### src/rtl/spec_branch_ctl.sv
module spec_branch_ctl #(
  parameter int AW = 32
) (
  input  logic          clk,
  input  logic          rst_n,
  input  logic          dyn_en,
  input  logic          br_valid,
  input  logic [1:0]    br_kind,
  input  logic          br_known_taken,
  input  logic          br_dyn_taken,
  input  logic          br_backward,
  input  logic [AW-1:0] br_target,
  input  logic [AW-1:0] br_fallthru,
  input  logic          res_valid,
  input  logic          res_lvl,
  input  logic          res_taken,
  output logic          fetch_stall,
  output logic          br_fold,
  output logic          br_drop,
  output logic          complete_hold,
  output logic          dispatch_l2_hold,
  output logic [1:0]    spec_depth,
  output logic          flush_all,
  output logic          flush_l2,
  output logic [AW-1:0] redirect_pc
);

  logic          v1, v2, p1, p2;
  logic [AW-1:0] a1, a2;
  logic          n_v1, n_v2, n_p1, n_p2;
  logic [AW-1:0] n_a1, n_a2;

  wire unres    = br_kind[1];
  wire dir_pred = dyn_en ? br_dyn_taken : br_backward;
  wire dir      = unres ? dir_pred : (br_kind[0] ? br_known_taken : 1'b1);

  assign fetch_stall = br_valid & unres & v2;
  wire   take        = br_valid & ~fetch_stall;
  assign br_fold     = take & dir;
  assign br_drop     = take & ~dir;

  wire res1  = res_valid & ~res_lvl & v1;
  wire res2  = res_valid & res_lvl & v2;
  wire miss1 = res1 & (res_taken != p1);
  wire miss2 = res2 & (res_taken != p2);
  wire alloc = take & unres & ~miss1;
  wire [AW-1:0] alt_new = dir ? br_fallthru : br_target;

  always_comb begin
    n_v1 = v1; n_v2 = v2; n_p1 = p1; n_p2 = p2; n_a1 = a1; n_a2 = a2;
    if (res1) begin
      if (miss1) begin
        n_v1 = 1'b0;
        n_v2 = 1'b0;
      end else begin
        n_v1 = v2;
        n_p1 = p2;
        n_a1 = a2;
        n_v2 = 1'b0;
      end
    end
    if (res2) n_v2 = 1'b0;
    if (alloc) begin
      if (!n_v1) begin
        n_v1 = 1'b1;
        n_p1 = dir;
        n_a1 = alt_new;
      end else begin
        n_v2 = 1'b1;
        n_p2 = dir;
        n_a2 = alt_new;
      end
    end
  end

  always_ff @(posedge clk or negedge rst_n) begin
    if (!rst_n) begin
      v1 <= 1'b0; v2 <= 1'b0; p1 <= 1'b0; p2 <= 1'b0;
      a1 <= '0;   a2 <= '0;
      flush_all   <= 1'b0;
      flush_l2    <= 1'b0;
      redirect_pc <= '0;
    end else begin
      v1 <= n_v1; v2 <= n_v2; p1 <= n_p1; p2 <= n_p2;
      a1 <= n_a1; a2 <= n_a2;
      flush_all <= miss1;
      flush_l2  <= miss2;
      if (miss1)      redirect_pc <= a1;
      else if (miss2) redirect_pc <= a2;
    end
  end

  assign spec_depth       = {v1 & v2, v1 ^ v2};
  assign complete_hold    = v1;
  assign dispatch_l2_hold = v2;

endmodule

### config.mk
export PLATFORM = sky130hd
export DESIGN_NAME = spec_branch_ctl
export DESIGN_NICKNAME = d
export VERILOG_FILES = /design/src/rtl/spec_branch_ctl.sv
export SDC_FILE = /design/constraint.sdc
export NUM_CORES = 1
export LEC_CHECK = 0
export BUFFER_PORTS_ARGS = -buffer_cell sky130_fd_sc_hd__buf_4
export CORE_MARGIN = 4
export CORE_UTILIZATION = 54
export CTS_CLUSTER_DIAMETER = 60
export DETAILED_ROUTE_END_ITERATION = 10
export PLACE_DENSITY = 0.87
export SYNTH_ARGS = -nofsm -noshare
export SYNTH_HDL_FRONTEND = slang
export SYNTH_SLANG_ARGS = --single-unit
### constraint.sdc
create_clock -name clk -period 2.2 [get_ports clk]
set_input_delay 0.44 -clock clk [delete_from_list [all_inputs] [get_ports clk]]
set_output_delay 0.44 -clock clk [all_outputs]
set_load 0.01 [all_outputs]
Yosys cells after proc, flatten, opt, wreduce, memory -nomap -nowiden
Cells that the tools add are included.
Storage, ports and cells
  input port bits: 76
  register bits: 102
  output and inout bits: 41
Cells by class
  eq/ne operators: 2
  bitwise operators: 19
  reduce and logical (&&, ||, !) cells: 2
  mux-type cells: 21
Operators by type and width (count)
  32-bit two-way mux: 7
  1-bit bitwise AND: 14
  1-bit two-way mux: 14
  1-bit inverter: 4
  1-bit != test: 2
  2-bit AND reduction: 1
  2-bit nonzero test: 1
  1-bit bitwise XOR: 1

Depth between registers and ports, before layout
Gate-level depths: netlist of the first run.
  word-level depth: 8
  mapped depth: 7

Least setup slack after synthesis of the first run
Ideal clock, no wire load.
  kind: input to register
  start point: in br_kind[1]
  end point: reg a1[10]
  data arrival time: 1.506 ns
  path slack: 0.566 ns
  stages: 6
  required time: 2.072 ns
  buffers on the path: 2
  cell sequence: buf_2 nor3b_1 a21oi_2 buf_6 mux2i_1 mux2i_1
On the way
  cells in the longest elaborated chain, start to end: 7
Ends and longest elaborated chain
  start, declared: RTL line 8  | input logic [1:0] br_kind,
  1-bit bitwise AND (2 in a row): RTL line 37  | assign fetch_stall = br_valid & unres & v2;
  1-bit inverter: RTL line 38  | wire take = br_valid & ~fetch_stall;
  1-bit bitwise AND: RTL line 38
  1-bit bitwise AND (2 in a row): RTL line 46  | wire alloc = take & unres & ~miss1;
  32-bit two-way mux (*): RTL line 63  | if (alloc) begin
  named net n_a1[10]: RTL line 31  | logic [AW-1:0] n_a1, n_a2;
  end signal, assigned: RTL line 85  | a1 <= n_a1; a2 <= n_a2;
  end, declared: RTL line 29  | logic [AW-1:0] a1, a2;
The timed path passes the listed nets; every way through them passes the cells marked *.
A chain may end at the register's enable or synchronous reset.

Worst setup path in the final report of the first run
  start point: reg v2 (netlist: dispatch_l2_hold)
  end point: reg a2[6]
On the way
  cells in the longest elaborated chain, start to end: 6
Ends and longest elaborated chain
  start, declared: RTL line 28  | logic v1, v2, p1, p2;
  start signal, assigned: RTL line 84  | v1 <= n_v1; v2 <= n_v2; p1 <= n_p1; p2 <= n_p2;
  1-bit bitwise AND: RTL line 37
  1-bit inverter: RTL line 38
  1-bit bitwise AND: RTL line 38
  1-bit bitwise AND (2 in a row): RTL line 46
  2-bit AND reduction (no line) (*)
  end signal, assigned: RTL line 85
  end, declared: RTL line 29
Mark *: on every way between the ends. The rest lies on a longest branch, timed or not.

==> results of run 1 <==
[cell usage after synthesis]
| cell type | number | share of area |
|---|---|---|
| mux2_2 | 2 | 0.0046 |
| buf_6 | 9 | 0.021 |
| o21a_1 | 2 | 0.0031 |
| clkbuf_1 | 7 | 0.0054 |
| nand3b_1 | 1 | 0.0015 |
| o21ai_0 | 35 | 0.036 |
| inv_1 | 3 | 0.0023 |
| dfrtp_1 | 102 | 0.53 |
| a21oi_1 | 35 | 0.036 |
| nand3b_4 | 1 | 0.0041 |
| buf_4 | 5 | 0.0077 |
| nor2_1 | 34 | 0.026 |
| nor2_2 | 1 | 0.0013 |
| a2bb2oi_1 | 1 | 0.0018 |
| nor2b_4 | 1 | 0.0028 |
| a211o_1 | 1 | 0.0018 |
| nand2_1 | 34 | 0.026 |
| nand2b_1 | 1 | 0.0013 |
| buf_2 | 7 | 0.0072 |
| and3_1 | 1 | 0.0013 |
| xnor2_1 | 1 | 0.0018 |
| mux2i_1 | 129 | 0.27 |
| nor3b_1 | 4 | 0.0062 |
| a21oi_2 | 1 | 0.0018 |
| clkbuf_4 | 1 | 0.0015 |
| a31oi_1 | 1 | 0.0013 |
| ha_1 | 1 | 0.0026 |
| xor2_1 | 1 | 0.0018 |
[worst register-to-register path, cell delays in order, from the launching register on]
cell	delay [ns]
dfrtp_1	0.47
nand3b_1	0.27
nor3b_2	0.27
buf_12	0.26
buf_4	0.28
nor2_1	0.06
a21oi_1	0.12
[worst max-delay path by stage]
stage                      from  endpoint  slack, ns  cells after the start
3_5_place_dp             dyn_en     a2[2]       0.29                      6
2_1_floorplan        br_kind[1]    a1[10]       0.57                      6
3_3_place_gp             dyn_en     a1[2]       0.35                      6
6_report       dispatch_l2_hold     a2[6]       0.39                      6
4_1_cts        dispatch_l2_hold     a2[2]       0.37                      6
5_1_grt        dispatch_l2_hold     a2[8]       0.23                      6
[report_power, final]
part	internal, mW	switching [mW]
logic	1.34	1.24
clock network	0.461	0.667
registers	2.80	0.635
[per-layer routing]
layer	vias up	wire length, µm	track usage
met1	1725	4430	0.259
met3	17	575	0.0311
li1	1705	-	-
met4	0	197	0.0747
met5	-	0	0
met2	109	5260	0.351
[layout make-up]
cell class              count  share of cell area
well taps                 108              0.0225
inverters                   3             0.00187
clock buffers              10              0.0229
clock inverters             6             0.00895
multi-input cells         288               0.351
flip-flops and latches    102               0.424
repair buffers            130               0.169
[logic make-up (layout without fill, tap and decap cells)]
family / after synthesis / count (layout) / synth area share
buf+inv: 32 / 149 / 0.0451
fa+ha+maj: 1 / 1 / 0.00257
xor+xnor: 2 / 2 / 0.00361
simple gates: 78 / 78 / 0.0711
compound gates: 76 / 76 / 0.0819
flops: 102 / 102 / 0.525
mux: 131 / 131 / 0.270
[stage by stage]
| stage | total power [mW] | setup slack (ns) | hold WS [ns] |
|---|---|---|---|
| 3_3_place_gp | 5.87 | 0.355 | 0.456 |
| 4_1_cts | 7.20 | 0.373 | 0.0980 |
| 3_5_place_dp | 6.08 | 0.290 | 0.468 |
| 5_1_grt | 7.64 | 0.226 | 0.123 |
| 2_1_floorplan | 4.93 | 0.566 | 0.144 |
| 6_report | 7.14 | 0.394 | 0.0856 |
==> results.toml, run 1 <==
[die]
initial_core_util = 0.557
die_area_um2 = 10600
top_level_ports = 117
rows = 34
die_height_um = 103
coreArea_um2 = 8720
die_w_um = 103

[synthesis]
netlist_area_um2 = 4860
ys_types = 28
ys_seq_area_frac = 0.525
syn-num-nets = 499
synthCells = 422
syn_avg_cell_area_um2 = 11.5
ys_ff_latch = 102
ys_warn_count = 0

[clocking]
clk_latency_ns = 0.36
cts_made_buffers = 9
holdBufCountCts = 0
clk_pin_slew_worst_paths_ns = 0.10
htreeDepth = 3
cts_root_buffer = "clkbuf_8"
post_cts_buffers = 0
cts_tree = "yes"
clockBufferDepth = 2
cts_resized = 0
clock-sinks = 102

[final_layout]
largestRegisters = "a1: 32 flops, a2: 32 flops, redirect_pc: 32 flops"
drive_above_1_share = 0.288
final_common_cell = "mux2i_1"
final_area_um2 = 6010
fin_nets = 611
syn2layout_area_growth_pct = 23.8
layout.cells.non_filler = 647
nFillCells = 626
multi_input_area_um2 = 2110
layout_common_cells = "mux2i_1, buf_4, dfrtp_1"
final_util = 0.690
num_antenna_cells = 0
seq_area_um2 = 2550

[setup_path]
crit-reg2reg-launch = "dispatch_l2_hold"
worstPathRequired_ns = 2.49
worstPathArrival_ns = 2.09
setup.worst_path.class = "reg -> reg"
cpMaxStageDelayCell = "dfrtp_1"
endpoint_kind = "flop"
reg2reg_to = "a2[6]"
crit_fanout = 46
cp_cell_sequence = "nand3b_1 > nor3b_2 > buf_12 > buf_4 > nor2_1 > a21oi_1"
critPathBufInv = 2
rrSetupSlack_ns = 0.39
worst_setup_path_start_kind = "flop"
cpLargestDelayFamily = "simple AND/OR/NAND/NOR gates"
worstRegToRegCells = 6
cpPeakStageDelay_ns = 0.47

[place]
dp_cells = 631
dp_hpwl_mm = 7.44
place.port_buffers = 116
place_area_um2 = 5820
gp_congestion = 0.788

[timing]
fmax_mhz = 554
finalSetupViolations = 0
worst_slew_pin_slew_ns = 0.606
hold_viol = 0
fin_crit_sh = 0.821
final.min_clock_period_ns = 1.81
slew_viol_final = 0
tns_ns = 0
slew_headroom = 0.596
rsz0062_at_grt = "no"
worst_clock_skew_ns = 0.0116

[flow_run]
maxCapViolations = 0

[global_routing]
grt_pass1_wl_mm = 16.7
grt-ovfl-total = 0
grt_max_degree = 48
grt_pass1_vias = 3623
antenna_found_initial = 0
track_usage = 0.203

[pwr]
total_leakage_power_nw = 2.89
ir_worst_vdd_v = 0.000627
power_density_nw_per_um2 = 1190

[status]
status = "completed"

[drt]
firstDrtPassIters = 4
dr_total_vias = 3556
wl_per_cell_um = 16.2
first_iter_violations = 125
drc = 0
ant_nets = 0
wl_mm = 10.5
vias_per_cell = 5.50

[min_path]
min_path_type = "in -> async"
No activity file was read; power rests on OpenSTA's default activity.
==> inputs of run 2 (changes only) <==
ABC_AREA = 1   (was not set)
CORE_UTILIZATION = 55   (was 54)
PLACE_DENSITY = 0.88   (was 0.87)
clock period = 1.8 ns   (was 2.2 ns; I/O delays follow)
==> run 2 against run 1 <==
Effect of this change: synthesized cell count grew 72%; utilization grew 1.2 points; via count grew 46%; final cell count grew 49%; hold slack gained 0.22 ns; power grew 35%; sequential share of layout area shrank 3.4 points; wire length grew 33%; largest power group is now combinational logic; first-iteration DRC count grew 150%; critical path type is now reg -> out; sequential power grew 15%.
==> results.toml, run 2 <==
[timing]
slew_viol_final = 0
tns_ns = 0
finalWorstSetupSlack_ns = 0.0706
rsz0062_at_grt = "no"
whs_ns = 0.309
worst_slew_pin_slew_ns = 0.574
hold_viol = 0
finalSetupViolations = 0
slew_headroom = 0.616
fmax_mhz = 578
final.min_clock_period_ns = 1.73
fin_crit_sh = 0.961
worst_clock_skew_ns = 0.0119

[flow_run]
maxCapViolations = 0

[clocking]
clockBufferDepth = 2
cts_made_buffers = 9
cts_tree = "yes"
clk_pin_slew_worst_paths_ns = 0.10
clk_latency_ns = 0.37
htreeDepth = 3
cts_root_buffer = "clkbuf_8"
clock-sinks = 102

[die]
die_w_um = 107
die_area_um2 = 11300
top_level_ports = 117
rows = 35
die_height_um = 107
initial_core_util = 0.572
coreArea_um2 = 9330

[setup_path]
crit-reg2reg-launch = "dispatch_l2_hold"
startpoint = "dispatch_l2_hold"
worst_setup_path_start_kind = "flop"
endpoint_kind = "output pin"
crit_fanout = 6
worstPathRequired_ns = 1.44
rrSetupSlack_ns = 0.16
setup.worst_path.class = "reg -> out"
worstPathArrival_ns = 1.37

[synthesis]
ys_ff_latch = 102
synthCells = 727
synth-async-reset-ratio = 1.00
yosys.area.top_type_share = 0.478
synth.most_common_cell = "nand2_1"
synth_common_cells = "nand2_1, dfrtp_1, nand3_1"
synth_edf_count = 0
netlist_area_um2 = 5340
synth_area_leaders = "dfrtp_1, nand2_1, nand3_1"
yosys.area.top_type = "dfrtp_1"
syn-num-nets = 804
syn_avg_cell_area_um2 = 7.34
synth_ff_type = "dfrtp_1"
ys_types = 22
ys_seq_area_frac = 0.478
ys_warn_count = 0

[final_layout]
largestRegisters = "a1: 32 flops, a2: 32 flops, redirect_pc: 32 flops"
drive_above_1_share = 0.225
num_antenna_cells = 0
multi_input_area_um2 = 2360
final_util = 0.702
fin_nets = 906
seq_area_um2 = 2550
final_common_cell = "nand2_1"
layout_common_cells = "nand2_1, buf_4, dfrtp_1"
nFillCells = 771
syn2layout_area_growth_pct = 22.7

[drt]
wl_mm = 13.9
ant_nets = 0
dr_total_vias = 5184
vias_per_cell = 5.38
firstDrtPassIters = 5
wl_per_cell_um = 14.4
first_iter_violations = 309
drc = 0

[min_path]
min_path_type = "in -> reg"
min_from = "br_fallthru[10]"

[place]
gp_congestion = 0.863
dp_hpwl_mm = 9.63
place.port_buffers = 116
pre_cts_ws_ns = -0.0707

[status]
status = "completed"

[pwr]
power_density_nw_per_um2 = 1470
total_leakage_power_nw = 3.44
ir_worst_vdd_v = 0.000680

[global_routing]
antenna_found_initial = 0
track_usage = 0.252
grt_max_degree = 86
grt_pass1_wl_mm = 23.3
grt_pass1_vias = 5197
grt-ovfl-total = 0
## run 2: cells by family (layout without fill, tap and decap cells)
logic type,count (synthesis),after routing,synth area share
AND/OR/NAND/NOR,429,429,0.332
flip-flops,102,102,0.478
AO/OA/AOI/OAI,99,99,0.105
buffers and inverters,96,203,0.0823
adder cells (fa/ha/maj),1,1,0.00234
## run 2: worst max-delay path, cell delays in order (launching register included)
cell	delay, ns
dfrtp_2	0.44
inv_1	0.10
o21ai_0	0.23
nor2_1	0.09
buf_4	0.15
## run 2: final timing paths
check | cells past startpoint | endpoint
setup / recovery | 4 | br_fold
hold reg to reg | 2 | redirect_pc[3]
setup reg to reg | 6 | a2[18]
max in group asynchronous | 3 | a1[28]
hold / removal | 5 | a1[10]
min in group asynchronous | 2 | a1[30]
## run 2: metal layers
layer | global-route usage | wire length (µm) | vias to the layer above
li1 | - | - | 2507
met1 | 0.299 | 5480 | 2454
met2 | 0.452 | 7220 | 197
met3 | 0.0389 | 891 | 26
met4 | 0.104 | 320 | 0
met5 | 0 | 0 | -
## run 2: area by class of cell
cell class / count / area share
flip-flops and latches: 102 / 0.390
multi-input cells: 529 / 0.361
repair buffers: 135 / 0.167
inverters: 52 / 0.0302
well taps: 129 / 0.0246
clock buffers: 11 / 0.0216
clock inverters: 5 / 0.00630
## run 2: stage by stage
stage | cell area [µm²] | power [mW] | std cells
CTS | 6540 | 9.63 | 963
detailed placement | 6350 | 8.25 | 946
floorplan | 5340 | 6.60 | 727
global placement | 6350 | 7.96 | 946
finish | 6550 | 9.63 | 963
global route | 6550 | 10.3 | 963
## run 2: where the power goes
part	total (mW)	internal, mW	leakage [nW]	switching (mW)
clock network	1.38	0.557	0.0870	0.822
logic	4.28	1.86	2.11	2.42
registers	3.97	3.41	1.24	0.564
total	9.63	5.82	3.44	3.81
## run 2: what timing repair did
action | 4_1_cts | 5_1_grt
buffers inserted | 0 | 0
gates resized for setup | 1 | 3
pin swaps | 0 | 0
endpoints found under the setup margin | 2 | 95
hold buffers | 1 | 0
endpoints found under the hold margin | 33 | 0
==> inputs of run 3 (changes only) <==
ABC_AREA = not set   (was 1)
CORE_UTILIZATION = 54   (was 55)
PLACE_DENSITY = 0.87   (was 0.88)
==> run 3 against run 2 <==
Effect of this change: wire length down 24%; highest routed layer unchanged; clock-buffer cell count down 1; utilization about the same; worst setup slack better by 0.016 ns; final cell count down 33%; global-route usage down 4.5 points; largest power group is now sequential cells; hold slack worse by 0.092 ns; sequential share of layout area up 2.7 points.
==> results.toml, run 3 (synthesized netlist as in run 1, its figures left out) <==
[timing]
final.min_clock_period_ns = 1.71
fin_crit_sh = 0.952
slew_viol_final = 0
slew_headroom = 0.672
hold_viol = 0
finalWorstSetupSlack_ns = 0.0870
fmax_mhz = 584
finalSetupViolations = 0
worst_slew_pin_slew_ns = 0.492
worst_clock_skew_ns = 0.0110

[final_layout]
fin_nets = 612
largestRegisters = "a1: 32 flops, a2: 32 flops, redirect_pc: 32 flops"
drive_above_1_share = 0.289
final_common_cell = "mux2i_1"
num_antenna_cells = 0
final_area_um2 = 6120
syn2layout_area_growth_pct = 26.0
layout_common_cells = "mux2i_1, buf_4, dfrtp_1"
layout.cells.non_filler = 648

[setup_path]
critPathBufInv = 2
worstPathRequired_ns = 1.44
cpPeakStageDelay_ns = 0.44
cpMaxStageDelayCell = "dfrtp_1"
crit-reg2reg-launch = "p2"
cp_cell_sequence = "buf_6 > nor3b_2 > o21a_1 > buf_4"
worst_setup_path_start_kind = "flop"
crit_fanout = 5
worstRegToRegCells = 5
endpoint_kind = "output pin"
startpoint = "dispatch_l2_hold"
cp.depth = 4
cpLargestDelayFamily = "flip-flops"
worstPathArrival_ns = 1.35
setup.worst_path.class = "reg -> out"

[drt]
first_iter_violations = 104
firstDrtPassIters = 4
wl_mm = 10.5
vias_per_cell = 5.48
dr_total_vias = 3552
drc = 0
ant_nets = 0
wl_per_cell_um = 16.3

[clocking]
clock-sinks = 102
cts_made_buffers = 9
clk_pin_slew_worst_paths_ns = 0.10
post_cts_buffers = 0
clockBufferDepth = 2
clk_latency_ns = 0.37
cts_tree = "yes"
htreeDepth = 3
cts_root_buffer = "clkbuf_8"

[status]
status = "completed"

[place]
dp_hpwl_mm = 7.33
gp_congestion = 0.803
dp_cells = 631
pre_cts_ws_ns = -0.0709
place_area_um2 = 5890
place.port_buffers = 116

[global_routing]
grt-ovfl-total = 0
track_usage = 0.206
grt_pass1_vias = 3602
grt_pass1_wl_mm = 17.1
antenna_found_initial = 0
grt_max_degree = 67

[die]
coreArea_um2 = 8720
initial_core_util = 0.557
rows = 34
die_w_um = 103
die_area_um2 = 10600
top_level_ports = 117
die_height_um = 103

[min_path]
hold_depth = 2
min_path_type = "in -> reg"
min_from = "res_valid"

[pwr]
total_leakage_power_nw = 2.92
ir_worst_vdd_v = 0.000673
power_density_nw_per_um2 = 1440

[flow_run]
maxCapViolations = 0
## run 3: cell types whose count changed in the layout (fill, tap and decap cells not counted), moves of 9 or more
cell / previous run / this run
nand2_1: 303 / 34
mux2i_1: 0 / 129
nand3_1: 59 / 0
inv_1: 46 / 3
a21oi_1: 2 / 35
o21ai_1: 31 / 0
o211ai_1: 25 / 0
or2_2: 25 / 0
buf_4: 128 / 119
## run 3: final timing paths
check | end | slack (ns)
max | br_fold | 0.09
max in group asynchronous | redirect_pc[7] | 0.72
min reg2reg | redirect_pc[18] | 0.49
min | dispatch_l2_hold | 0.22
max reg2reg | redirect_pc[7] | 0.12
min in group asynchronous | redirect_pc[18] | 0.50
## run 3: metal layers
metal | up-vias | wire length [µm] | global-route usage
li1 | 1703 | - | -
met1 | 1732 | 4390 | 0.254
met2 | 103 | 5330 | 0.366
met3 | 14 | 698 | 0.0433
met4 | 0 | 125 | 0.0627
met5 | - | 0 | 0
## run 3: repair_timing
action / in CTS / in global routing
setup endpoints to repair: 1 / 7
resized for setup: 1 / 5
hold buffers: 1 / 0
endpoints found under the hold margin: 33 / 0
## run 3: final cells by class
| cell class | count | area, µm² |
|---|---|---|
| repair buffers | 131 | 1100 |
| clock inverters | 6 | 67.6 |
| fillers | 640 | 2600 |
| clock buffers | 10 | 128 |
| inverters | 3 | 11.3 |
| well taps | 108 | 135 |
| flip-flops and latches | 102 | 2550 |
| multi-input cells | 288 | 2130 |
## run 3: metrics by stage
step	TNS, ns	power, mW	utilization	hold slack (ns)
final	0	8.81	0.702	0.216
after global routing	-0.00533	9.43	0.702	0.194
after CTS	0	8.87	0.699	0.200
after detailed placement	-1.50	7.46	0.675	0.363
after global placement	0	7.23	0.675	0.352
after floorplan	0	6.03	-	0.0644
## run 3: report_power, final
| part | switching, mW | leakage, nW | internal (mW) | total, mW |
|---|---|---|---|---|
| clock network | 0.859 | 0.0974 | 0.545 | 1.40 |
| registers | 0.778 | 1.20 | 3.42 | 4.20 |
| logic | 1.51 | 1.63 | 1.69 | 3.20 |
| total | 3.15 | 2.92 | 5.66 | 8.81 |
